## src/rtl/irq_router_pkg.sv

```systemverilog
package irq_router_pkg;

    localparam int SRC_N  = 8;
    localparam int BUS_W  = 16;
    localparam int ADDR_W = 2;

    localparam logic [ADDR_W-1:0] ADR_ENABLE  = 2'd0;
    localparam logic [ADDR_W-1:0] ADR_DISABLE = 2'd1;
    localparam logic [ADDR_W-1:0] ADR_STATUS  = 2'd2;

    typedef enum logic [1:0] {
        SEL_ENABLE,
        SEL_DISABLE,
        SEL_STATUS,
        SEL_NONE
    } reg_sel_e;

    typedef struct packed {
        logic     wr;
        logic     rd;
        reg_sel_e sel;
    } bus_op_t;

    function automatic reg_sel_e decode_addr(logic [ADDR_W-1:0] a);
        reg_sel_e s;
        case (a)
            ADR_ENABLE:  s = SEL_ENABLE;
            ADR_DISABLE: s = SEL_DISABLE;
            ADR_STATUS:  s = SEL_STATUS;
            default:     s = SEL_NONE;
        endcase
        return s;
    endfunction

endpackage

```

## src/rtl/irq_mask_reg.sv

```systemverilog
module irq_mask_reg
    import irq_router_pkg::*;
#(
    parameter int N = SRC_N
) (
    input  logic         clk,
    input  logic         rst,
    input  logic         set_en,
    input  logic [N-1:0] set_bits,
    input  logic         clr_en,
    input  logic [N-1:0] clr_bits,
    output logic [N-1:0] mask
);

    logic [N-1:0] set_v;
    logic [N-1:0] clr_v;
    logic [N-1:0] mask_nxt;

    always_comb begin
        set_v    = set_en ? set_bits : '0;
        clr_v    = clr_en ? clr_bits : '0;
        // the clear takes effect after the set when both fire together
        mask_nxt = (mask | set_v) & ~clr_v;
    end

    always_ff @(posedge clk) begin
        if (rst) mask <= '0;
        else     mask <= mask_nxt;
    end

    a_r1_reset_clears: assert property (@(posedge clk)
        rst |=> (mask == '0));

    a_r2_set_applies: assert property (@(posedge clk) disable iff (rst)
        (set_en && !clr_en) |=> ((mask & $past(set_bits)) == $past(set_bits)));

    a_r3_clear_applies: assert property (@(posedge clk) disable iff (rst)
        clr_en |=> ((mask & $past(clr_bits)) == '0));

    a_r7_mask_holds: assert property (@(posedge clk) disable iff (rst)
        (!set_en && !clr_en) |=> $stable(mask));

endmodule

```

## src/rtl/irq_prio_enc.sv

```systemverilog
module irq_prio_enc
    import irq_router_pkg::*;
#(
    parameter int N      = SRC_N,
    localparam int CODE_W = $clog2(N + 1)
) (
    input  logic              clk,
    input  logic              rst,
    input  logic [N-1:0]      src,
    input  logic [N-1:0]      mask,
    output logic [CODE_W-1:0] code,
    output logic              irq_n
);

    logic [N-1:0] masked;
    logic [N-1:0] seen;    // seen[i]: some line below i is active
    logic [N-1:0] grant;

    assign masked = src & mask;
    assign irq_n  = ~|masked;

    genvar gi;
    generate
        for (gi = 0; gi < N; gi++) begin : g_chain
            if (gi == 0) begin : g_first
                assign seen[gi] = 1'b0;
            end else begin : g_rest
                assign seen[gi] = seen[gi-1] | masked[gi-1];
            end
            assign grant[gi] = masked[gi] & ~seen[gi];
        end
    endgenerate

    always_comb begin
        code = '0;
        for (int i = 0; i < N; i++) begin
            if (grant[i]) code = code | CODE_W'(i + 1);
        end
    end

    logic [N-1:0] code_bit;
    assign code_bit = (code == '0) ? '0 : (N'(1) << (code - CODE_W'(1)));

    a_r4_code_is_active: assert property (@(posedge clk) disable iff (rst)
        (code != '0) |-> ((masked & code_bit) != '0));

    a_r4_nothing_higher: assert property (@(posedge clk) disable iff (rst)
        (code != '0) |-> ((masked & (code_bit - N'(1))) == '0));

    a_r5_zero_when_idle: assert property (@(posedge clk) disable iff (rst)
        (code == '0) |-> irq_n);

endmodule

```

## src/rtl/irq_bus_if.sv

```systemverilog
module irq_bus_if
    import irq_router_pkg::*;
#(
    parameter int N      = SRC_N,
    parameter int DW     = BUS_W,
    parameter int AW     = ADDR_W,
    parameter int CODE_W = 4
) (
    input  logic              clk,
    input  logic              rst,
    input  logic              cs,
    input  logic [AW-1:0]     addr,
    input  logic              wr_en,
    input  logic              rd_en,
    input  logic [DW-1:0]     wr_data,
    input  logic [CODE_W-1:0] code,
    output logic              set_en,
    output logic              clr_en,
    output logic [N-1:0]      bits,
    output logic [DW-1:0]     rd_data
);

    bus_op_t op;

    always_comb begin
        op.wr  = cs & wr_en;
        op.rd  = cs & rd_en;
        op.sel = decode_addr(addr);
    end

    assign set_en = op.wr && (op.sel == SEL_ENABLE);
    assign clr_en = op.wr && (op.sel == SEL_DISABLE);
    assign bits   = wr_data[N-1:0];

    generate
        if (DW > N) begin : g_spare
            logic unused_hi_bits;
            assign unused_hi_bits = ^wr_data[DW-1:N];
        end
    endgenerate

    always_ff @(posedge clk) begin
        if (rst)
            rd_data <= '0;
        else if (op.rd && op.sel == SEL_STATUS)
            rd_data <= DW'(code);
        else
            rd_data <= '0;
    end

    a_r9_idle_zero: assert property (@(posedge clk) disable iff (rst)
        !(cs && rd_en) |=> (rd_data == '0));

    a_r7_wo_reads_zero: assert property (@(posedge clk) disable iff (rst)
        (cs && rd_en && addr != ADR_STATUS) |=> (rd_data == '0));

endmodule

```

## src/rtl/irq_router.sv

```systemverilog
module irq_router
    import irq_router_pkg::*;
#(
    parameter int N  = SRC_N,
    parameter int DW = BUS_W,
    parameter int AW = ADDR_W
) (
    input  logic          clk,
    input  logic          rst,
    input  logic          cs,
    input  logic [AW-1:0] addr,
    input  logic          wr_en,
    input  logic          rd_en,
    input  logic [DW-1:0] wr_data,
    output logic [DW-1:0] rd_data,
    input  logic [N-1:0]  src,
    output logic          irq_n
);

    localparam int CODE_W = $clog2(N + 1);

    logic              set_en;
    logic              clr_en;
    logic [N-1:0]      bits;
    logic [N-1:0]      mask;
    logic [CODE_W-1:0] code;

    irq_bus_if #(.N(N), .DW(DW), .AW(AW), .CODE_W(CODE_W)) u_bus (
        .clk(clk), .rst(rst), .cs(cs), .addr(addr), .wr_en(wr_en),
        .rd_en(rd_en), .wr_data(wr_data), .code(code),
        .set_en(set_en), .clr_en(clr_en), .bits(bits), .rd_data(rd_data)
    );

    irq_mask_reg #(.N(N)) u_mask (
        .clk(clk), .rst(rst), .set_en(set_en), .set_bits(bits),
        .clr_en(clr_en), .clr_bits(bits), .mask(mask)
    );

    irq_prio_enc #(.N(N)) u_enc (
        .clk(clk), .rst(rst), .src(src), .mask(mask),
        .code(code), .irq_n(irq_n)
    );

    a_r6_request_matches_code: assert property (@(posedge clk) disable iff (rst)
        ((code != '0) == !irq_n));

    a_r8_no_select_no_change: assert property (@(posedge clk) disable iff (rst)
        !cs |=> $stable(mask));

endmodule

```

## config.mk

```make
export PLATFORM = sky130hd
export DESIGN_NAME = irq_router
export DESIGN_NICKNAME = d
export VERILOG_FILES = /design/src/rtl/irq_router_pkg.sv /design/src/rtl/irq_mask_reg.sv /design/src/rtl/irq_prio_enc.sv /design/src/rtl/irq_bus_if.sv /design/src/rtl/irq_router.sv
export SDC_FILE = /design/constraint.sdc
export NUM_CORES = 1
export LEC_CHECK = 0
export BUFFER_PORTS_ARGS = -buffer_cell sky130_fd_sc_hd__buf_4
export CELL_PAD_IN_SITES_DETAIL_PLACEMENT = 0
export CELL_PAD_IN_SITES_GLOBAL_PLACEMENT = 2
export CORE_ASPECT_RATIO = 0.7
export CORE_UTILIZATION = 19
export CTS_BUF_LIST = sky130_fd_sc_hd__clkbuf_4 sky130_fd_sc_hd__clkbuf_8
export DETAILED_ROUTE_END_ITERATION = 12
export GPL_TIMING_DRIVEN = 1
export PLACE_DENSITY = 0.88
export SLEW_MARGIN = 20
export SYNTH_ARGS = -nofsm -noshare
export SYNTH_HDL_FRONTEND = slang
export SYNTH_SLANG_ARGS = --single-unit
```

## constraint.sdc

```tcl
create_clock -name clk -period 0.9 [get_ports clk]
set_input_delay 0.135 -clock clk [delete_from_list [all_inputs] [get_ports clk]]
set_output_delay 0.135 -clock clk [all_outputs]
set_load 0.02 [all_outputs]
```

Word level (Yosys, flattened, before mapping)
Index checks and enable logic that the tools add are counted.
W data, S select, Z words.
- register bits: 24
- bits of input ports: 31
- equality and inequality tests: 4
- multiplexer cells: 11
- bitwise gates (word level): 27
- reduce and logical (&&, ||, !) cells: 8
- operators by type and width (operator ; number):
    $and A8 B8 Y8 ; 2
    $mux W8 ; 2
    $mux W3 ; 4
    $and A1 B1 Y1 ; 9
    $not A1 Y1 ; 8
    $not A8 Y8 ; 1
    $or A8 B8 Y8 ; 1
    $reduce_or A8 Y1 ; 1
    $or A1 B1 Y1 ; 6
    $pmux W2 S3 ; 1
    $eq A2 B1 Y1 const B ; 2
    $eq A2 B2 Y1 const B ; 2
    $logic_not A2 Y1 ; 2
    $mux W2 ; 2
    $mux W4 ; 1
    $logic_and A1 B1 Y1 ; 3
    $reduce_or A2 Y1 ; 1
    $logic_not A1 Y1 ; 1
    $mux W1 ; 1

Longest topological paths before layout
Gate-level depths: netlist of the first run.
- word-level depth: 10
- depth in mapped cells: 4
- gate-level depth less buffers: 3

Cells and area by module
Synthesis of the first run repeated with hierarchy kept, for this count alone.
- cells, all modules: 80
- area, all modules: 780.7 um2
- modules (own cells, without submodules) (module ; times used ; cells each ; area an instance (um2) ; seq. area each (um2)):
    irq_mask_reg ; 1 ; 27 ; 354.1 ; 160.2
    irq_bus_if ; 1 ; 33 ; 304.0 ; 80.1
    irq_prio_enc ; 1 ; 20 ; 122.6 ; 0.0

Worst setup path after synthesis of the first run
OpenSTA, ideal clock, no wires.
- path type: register to output
- from: register u_mask.mask[1]
- to: output port irq_n
- arrival: 1.217 ns
- data required time: 0.765 ns
- setup slack: -0.452 ns
- cell stages (with the launch flop): 4
- path through: dfxtp_1 > a22oi_1 > nand2_1 > nor3b_1
- longest elaborated chain between the ends: 3
- ends and longest elaborated chain (what ; line ; text):
    start: declaration ; irq_mask_reg.sv:12 ; output logic [N-1:0] mask
    start signal: assignment ; irq_mask_reg.sv:28 ; else mask <= mask_nxt;
    $and A8 B8 Y8 ; irq_prio_enc.sv:19 ; assign masked = src & mask;
    $reduce_or A8 Y1 ; irq_prio_enc.sv:20 ; assign irq_n = ~|masked;
    $logic_not A1 Y1 ; irq_prio_enc.sv:20 ;
    end: declaration ; irq_router.sv:17 ; output logic irq_n
No other way between the ends.

Final worst setup path of the first run
- from: register u_mask.mask[6]
- to: output port irq_n
The elaborated chain is that of the path after synthesis.

==> flow_metrics.env, run 1 <==
export IMPL_status="finished, violations left"
export IMPL_violations="negative setup slack"
export IMPL_drc_errors=0
export IMPL_p_leak_nw=0.4759
export IMPL_netlist_area_leader_share=0.3629
export IMPL_cap_violations=0
export IMPL_rr_startpoint="u_mask.mask[3]"
export IMPL_dp_hpwl_um=1499
export IMPL_synth_area_um2=661.9
export IMPL_path_cells="a22oi_2 > nand2_2 > nor3b_4 > buf_6"
export IMPL_die_x_um=72.55
export IMPL_finalWorstSetupSlack_ns=-0.4334
export IMPL_synth_top_area_cell="dfxtp_1"
export IMPL_netSwitchingFraction=0.2541
export IMPL_synthTopCellsByArea="dfxtp_1, buf_4, a21oi_1, or3_1, nand2_1"
export IMPL_min_from="wr_data[4]"
export IMPL_gr_total_overflow=0
export IMPL_setup_viol=5
export IMPL_dieArea_um2=3727
export IMPL_syn_to_final_growth_pct=63.71
export IMPL_finalSetupTns_ns=-1.048
export IMPL_grt_pass1_vias=619
export IMPL_whs_ns=0.09365
export IMPL_drive_above_1_share=0.5085
export IMPL_irDropWorstVdd_v=0.0003348
export IMPL_tritoncts="built"
export IMPL_die_h_um=51.38
export IMPL_viasPerCell=4.170
export IMPL_cts_root_buf="clkbuf_8"
export IMPL_cts_path_max_buffers=2
export IMPL_synthTopCellsByCount="buf_4, dfxtp_1, a21oi_1"
export IMPL_final_seq_area_um2=245.2
export IMPL_multi_input_area_um2=390.4
export IMPL_start_util=0.2047
export IMPL_yosysWarningCount=0
export IMPL_n_fill_cell=358
export IMPL_power_density_nw_per_um2=1314
export IMPL_fin_nets=150
export IMPL_post_dp_cell_area_um2=973.4
export IMPL_cts_made_buffers=3
export IMPL_synthDistinctLibCells=22
export IMPL_drt_wirelength_per_cell_um=11.27
export IMPL_cts_htree_levels=1
export IMPL_synth_edf_count=0
export IMPL_finalCritPeriodShare=1.482
export IMPL_path_clk_slew_ns=0.05
export IMPL_final_cells=165
export IMPL_synthFlopType="dfxtp_1"
export IMPL_p_seq_frac=0.386
export IMPL_vias=688
export IMPL_core_area_um2=3233
export IMPL_syn_avg_cell_area_um2=8.709
export IMPL_hold_violations=0
export IMPL_cp_start_kind="flop"
export IMPL_placed_cells=158
export IMPL_skew_ns=0.001498
export IMPL_clock_sinks=12
export IMPL_finalWirelength_um=1860
export IMPL_cp_max_fo=3
export IMPL_dr_pass1_iters=4
export IMPL_max_stage_delay_ns=0.32
export IMPL_grt_max_degree=10
export IMPL_grt_setup_unrepaired="yes"
export IMPL_combPwrFrac=0.192
export IMPL_drv_slew=0
export IMPL_cp_startpoint="u_mask.mask[6]"
export IMPL_period_needed_ns=1.333
export IMPL_final_area_um2=1084
export IMPL_place_port_buffers=27
export IMPL_antenna_found_initial=0
export IMPL_switching_power_mw=0.3618
export IMPL_ys_ff_latch=12
export IMPL_drtAntennaViolNets=0
export IMPL_power_frac_clock=0.423
export IMPL_drtIter0Drc=33
export IMPL_cp_required_ns=0.76
export IMPL_netlist_instances=76
export IMPL_grt_pass1_wl_um=2780
export IMPL_gp_congestion=0.8348
export IMPL_critPathKind="flop to primary output"
export IMPL_ys_seq_area_frac=0.3629
export IMPL_fp_row_count=17
export IMPL_cp_arrival_ns=1.20
export IMPL_holdCritPathClass="input pin to flop"
export IMPL_yosysMostFrequentCell="buf_4"
export IMPL_clk_latency_ns=0.25
export IMPL_crit_path_end_kind="primary output"
export IMPL_fmax_mhz=750.0
export IMPL_final_util=0.3351
export IMPL_async_reset_ff_frac=0
export IMPL_cpMaxStageDelayCell="dfxtp_1"
export IMPL_intPower_mw=1.062
export IMPL_ios=48
export IMPL_grt_util_all_layers=0.1050
export IMPL_n_antenna_cell=0
==> metal layers <==
layer / part of all wire / global-route usage / up-vias
met4: 0.010 / 0.05882 / 0
met5: 0 / 0 / -
li1: - / - / 336
met2: 0.50 / 0.1869 / 26
met3: 0.074 / 0.03945 / 3
met1: 0.42 / 0.1068 / 323
==> layout by cell type (no fill, tap or decap), drive strengths merged <==
cell type  instances
buf               41
nor3b              2
a21oi              8
a311oi             3
a31oi              1
nor4               1
dfxtp             12
nand2              7
o21ai              5
nand2b             1
nand4              2
clkbuf             4
a222oi             1
and3b              1
a32oi              1
nand3b             1
a22oi              3
conb              12
inv                5
nor4bb             1
a221oi             1
or3                5
==> critical path: cells and delay by family, from the launching register on <==
family | cells | cell delay, ns
and+or+nand+nor | 2 | 0.30
AOI/OAI and AO/OA | 1 | 0.20
DFF | 1 | 0.32
buffers and inverters | 1 | 0.14
==> cells by family (layout without fill, tap and decap cells) <==
group | after synthesis | after routing | synth area share
compound gates | 23 | 23 | 0.2325
simple gates | 21 | 21 | 0.2061
buf+inv | 19 | 50 | 0.1928
flops | 12 | 12 | 0.3629
other cells | 1 | 12 | 0.005666
==> worst paths after layout <==
| path | endpoint | slack (ns) | depth (start not counted) |
|---|---|---|---|
| max | irq_n | -0.43 | 4 |
| min | u_mask.mask[4] | 0.09 | 2 |
| max reg2reg | u_bus.rd_data[0] | -0.27 | 4 |
| min reg2reg | u_mask.mask[7] | 0.49 | 2 |
==> power by group through the flow <==
stage               Clock, mW  Sequential (mW)  Combinational [mW]
floorplan                   0            0.561               0.157
global placement            0            0.560               0.249
detailed placement          0            0.560               0.254
CTS                     0.611            0.549               0.265
global route            0.638            0.550               0.296
finish                  0.602            0.549               0.273
==> timing repair <==
item,in CTS,in global routing
setup buffers,2,3
setup endpoints to repair,5,7
resized for setup,4,4
pin swaps,6,5
hold buffers,0,0
gates cloned,0,0
==> through the flow <==
stage | worst slack (ns) | total power, mW
floorplan | -0.1611 | 0.7178
detailed placement | -0.1842 | 0.8146
global route | -0.5186 | 1.484
global placement | -0.1731 | 0.8092
finish | -0.4334 | 1.424
CTS | -0.4400 | 1.425
==> state kept, by name, indices dropped and copies added (netlist names) <==
register	count
u_bus.rd_data	4
u_mask.mask	8
==> area by class of cell <==
class,count,share of cell area
Clock buffer,4,0.05081
Sequential cell,12,0.2263
Inverter,5,0.01732
Multi-Input combinational cell,56,0.3603
Tap cell,47,0.05427
Timing Repair Buffer,41,0.2910
Power figures use the tool's default switching activity.
==> run 2: changes to the inputs <==
--- a/config.mk
+++ b/config.mk
@@ -5,15 +5,16 @@
 export SDC_FILE = /design/constraint.sdc
 export NUM_CORES = 1
 export LEC_CHECK = 0
+export ABC_AREA = 1
 export BUFFER_PORTS_ARGS = -buffer_cell sky130_fd_sc_hd__buf_4
 export CELL_PAD_IN_SITES_DETAIL_PLACEMENT = 0
 export CELL_PAD_IN_SITES_GLOBAL_PLACEMENT = 2
 export CORE_ASPECT_RATIO = 0.7
-export CORE_UTILIZATION = 19
+export CORE_UTILIZATION = 18
 export CTS_BUF_LIST = sky130_fd_sc_hd__clkbuf_4 sky130_fd_sc_hd__clkbuf_8
 export DETAILED_ROUTE_END_ITERATION = 12
 export GPL_TIMING_DRIVEN = 1
-export PLACE_DENSITY = 0.88
+export PLACE_DENSITY = 0.87
 export SLEW_MARGIN = 20
 export SYNTH_ARGS = -nofsm -noshare
 export SYNTH_HDL_FRONTEND = slang
==> run 2 against run 1 <==
The run still ends with negative setup slack left. Critical path type unchanged. Register-to-register slack worse by 0.11 ns. Synthesized cell count up 43%. Flip-flop and latch count unchanged. Via count up 13%. Worst hold slack better by 0.065 ns. Final area up 16%. Clock power down 18%. Fmax up 3.1%. Core utilization up 0.71 points.
==> flow_metrics.env, run 2 <==
export IMPL_crit_path_end_kind="primary output"
export IMPL_ys_ff_latch=12
export IMPL_skew_ns=0.005099
export IMPL_synthDistinctLibCells=15
export IMPL_drive_above_1_share=0.5438
export IMPL_netlist_instances=109
export IMPL_viasPerCell=3.695
export IMPL_grt_max_degree=9
export IMPL_die_x_um=77.37
export IMPL_cpLargestDelayFamily="simple AND/OR/NAND/NOR gates"
export IMPL_power_density_nw_per_um2=1048
export IMPL_drt_wirelength_per_cell_um=9.210
export IMPL_cts_htree_levels=1
export IMPL_reg_top3="u_mask.mask (8), u_bus.rd_data (4)"
export IMPL_synth_top_area_cell="dfxtp_1"
export IMPL_path_clk_slew_ns=0.05
export IMPL_cts_path_max_buffers=2
export IMPL_synth_edf_count=0
export IMPL_synth_area_um2=715.7
export IMPL_place_port_buffers=27
export IMPL_cp_arrival_ns=1.16
export IMPL_finalWirelength_um=1934
export IMPL_setup_viol=5
export IMPL_cp_required_ns=0.76
export IMPL_dieArea_um2=4236
export IMPL_dr_pass1_iters=4
export IMPL_drtAntennaViolNets=0
export IMPL_gr_total_overflow=0
export IMPL_max_stage_delay_ns=0.32
export IMPL_postCtsHoldBufs=0
export IMPL_n_antenna_cell=0
export IMPL_cp_buffers_inverters=1
export IMPL_final_area_um2=1256
export IMPL_yosysWarningCount=0
export IMPL_drv_slew=0
export IMPL_final_common_cell="buf_4"
export IMPL_largest_register="u_mask.mask"
export IMPL_cts_root_buf="clkbuf_8"
export IMPL_placed_cells=193
export IMPL_dp_hpwl_um=1434
export IMPL_core_area_um2=3671
export IMPL_die_h_um=54.76
export IMPL_largest_reg_flops=8
export IMPL_cp_max_fo=2
export IMPL_hold_violations=0
export IMPL_netlist_area_leader_share=0.3357
export IMPL_grt_pass1_vias=700
export IMPL_synthTopCellsByCount="nand2_1, nor2_1, inv_1"
export IMPL_ios=48
export IMPL_crit_top_cell="nand2_2"
export IMPL_status="finished, violations left"
export IMPL_yosysMostFrequentCell="nand2_1"
export IMPL_syn_avg_cell_area_um2=6.566
export IMPL_path_cells="nand2_2 > nand2_2 > nor2_4 > nand2_4 > a21oi_4 > buf_6"
export IMPL_grt_util_all_layers=0.1007
export IMPL_final_cells=210
export IMPL_synthTopCellsByArea="dfxtp_1, nand2_1, buf_4, nor2_1, inv_1"
export IMPL_period_needed_ns=1.293
export IMPL_cp_start_kind="flop"
export IMPL_tritoncts="built"
export IMPL_critPathKind="flop to primary output"
export IMPL_fp_row_count=18
export IMPL_holdCritPathClass="input pin to flop"
export IMPL_post_dp_cell_area_um2=1023
export IMPL_cap_violations=0
export IMPL_cpMaxStageDelayCell="dfxtp_2"
export IMPL_antenna_found_initial=0
export IMPL_syn_to_final_growth_pct=75.52
export IMPL_p_leak_nw=0.6628
export IMPL_grt_setup_unrepaired="yes"
export IMPL_final_util=0.3422
export IMPL_cts_made_buffers=3
export IMPL_fmax_mhz=773.4
export IMPL_grt_pass1_wl_um=3084
export IMPL_ys_seq_area_frac=0.3357
export IMPL_synthFlopType="dfxtp_1"
export IMPL_finalWorstSetupSlack_ns=-0.3930
export IMPL_whs_ns=0.1584
export IMPL_finalCritPeriodShare=1.437
export IMPL_start_util=0.1950
export IMPL_final_cell_mix="buf_4, nor2_1, nand2_1, inv_1, conb_1"
export IMPL_clk_latency_ns=0.24
export IMPL_drc_errors=0
export IMPL_async_reset_ff_frac=0
export IMPL_drtIter0Drc=27
export IMPL_fin_nets=193
export IMPL_clock_sinks=12
export IMPL_gp_congestion=0.7330
export IMPL_irDropWorstVdd_v=0.0005331
export IMPL_violations="negative setup slack"
export IMPL_vias=776
run 2: worst reg2reg max path, stage by stage (launching register included):
cell and delay, ns:
dfxtp_2 0.33, nand2_2 0.07, buf_6 0.11, buf_4 0.12
buf_4 0.12, buf_4 0.12, buf_4 0.12, inv_2 0.04
nand2_1 0.05, nand3_2 0.06, nand2_1 0.05, inv_1 0.04
run 2: through the flow:
| step | worst slack, ns | power [mW] | TNS (ns) |
|---|---|---|---|
| floorplan | -0.06753 | 0.7102 | -0.06753 |
| global placement | -0.1727 | 0.7917 | -0.3494 |
| detailed placement | -0.1790 | 0.7958 | -0.5974 |
| CTS | -0.3856 | 1.320 | -1.108 |
| global route | -0.4571 | 1.400 | -1.618 |
| finish | -0.3930 | 1.317 | -1.319 |
run 2: kinds of logic (layout without fill, tap and decap cells):
family / Yosys count / after routing / share of synthesized area
other cells: 1 / 12 / 0.005240
flops: 12 / 12 / 0.3357
compound gates: 12 / 12 / 0.08392
simple gates: 55 / 55 / 0.3584
buf+inv: 29 / 69 / 0.2168
run 2: final timing paths:
kind                  start          endpoint  slack (ns)  depth (start not counted)
min              wr_data[3]    u_mask.mask[3]        0.16                          4
min reg2reg  u_mask.mask[0]    u_mask.mask[0]        0.50                          2
max reg2reg  u_mask.mask[4]  u_bus.rd_data[0]       -0.38                         11
max          u_mask.mask[4]             irq_n       -0.39                          6
run 2: timing repair:
action,in CTS,in global routing
setup endpoints to repair,4,5
setup buffers,13,2
pin swaps,8,12
gates resized for setup,13,16
run 2: area by class of cell:
type / count / area, µm²
Clock buffer: 3 / 41.29
Timing Repair Buffer: 50 / 397.9
Sequential cell: 12 / 249.0
Multi-Input combinational cell: 79 / 445.4
Fill cell: 408 / 2415
Inverter: 16 / 60.06
Tap cell: 50 / 62.56
run 2: per-layer routing:
layer	wire, µm	up-vias	share of wire	GRT usage
li1	-	408	-	-
met1	860	333	0.44	0.1232
met2	866	33	0.45	0.1593
met3	198	2	0.10	0.04833
met4	9	0	0.0047	0.02830
met5	0	-	0	0
run 2: where the power goes:
group / internal, mW / switching (mW) / leakage [nW]
sequential: 0.541 / 0.00577 / 0.100
combinational: 0.133 / 0.146 / 0.541
clock: 0.295 / 0.196 / 0.0216
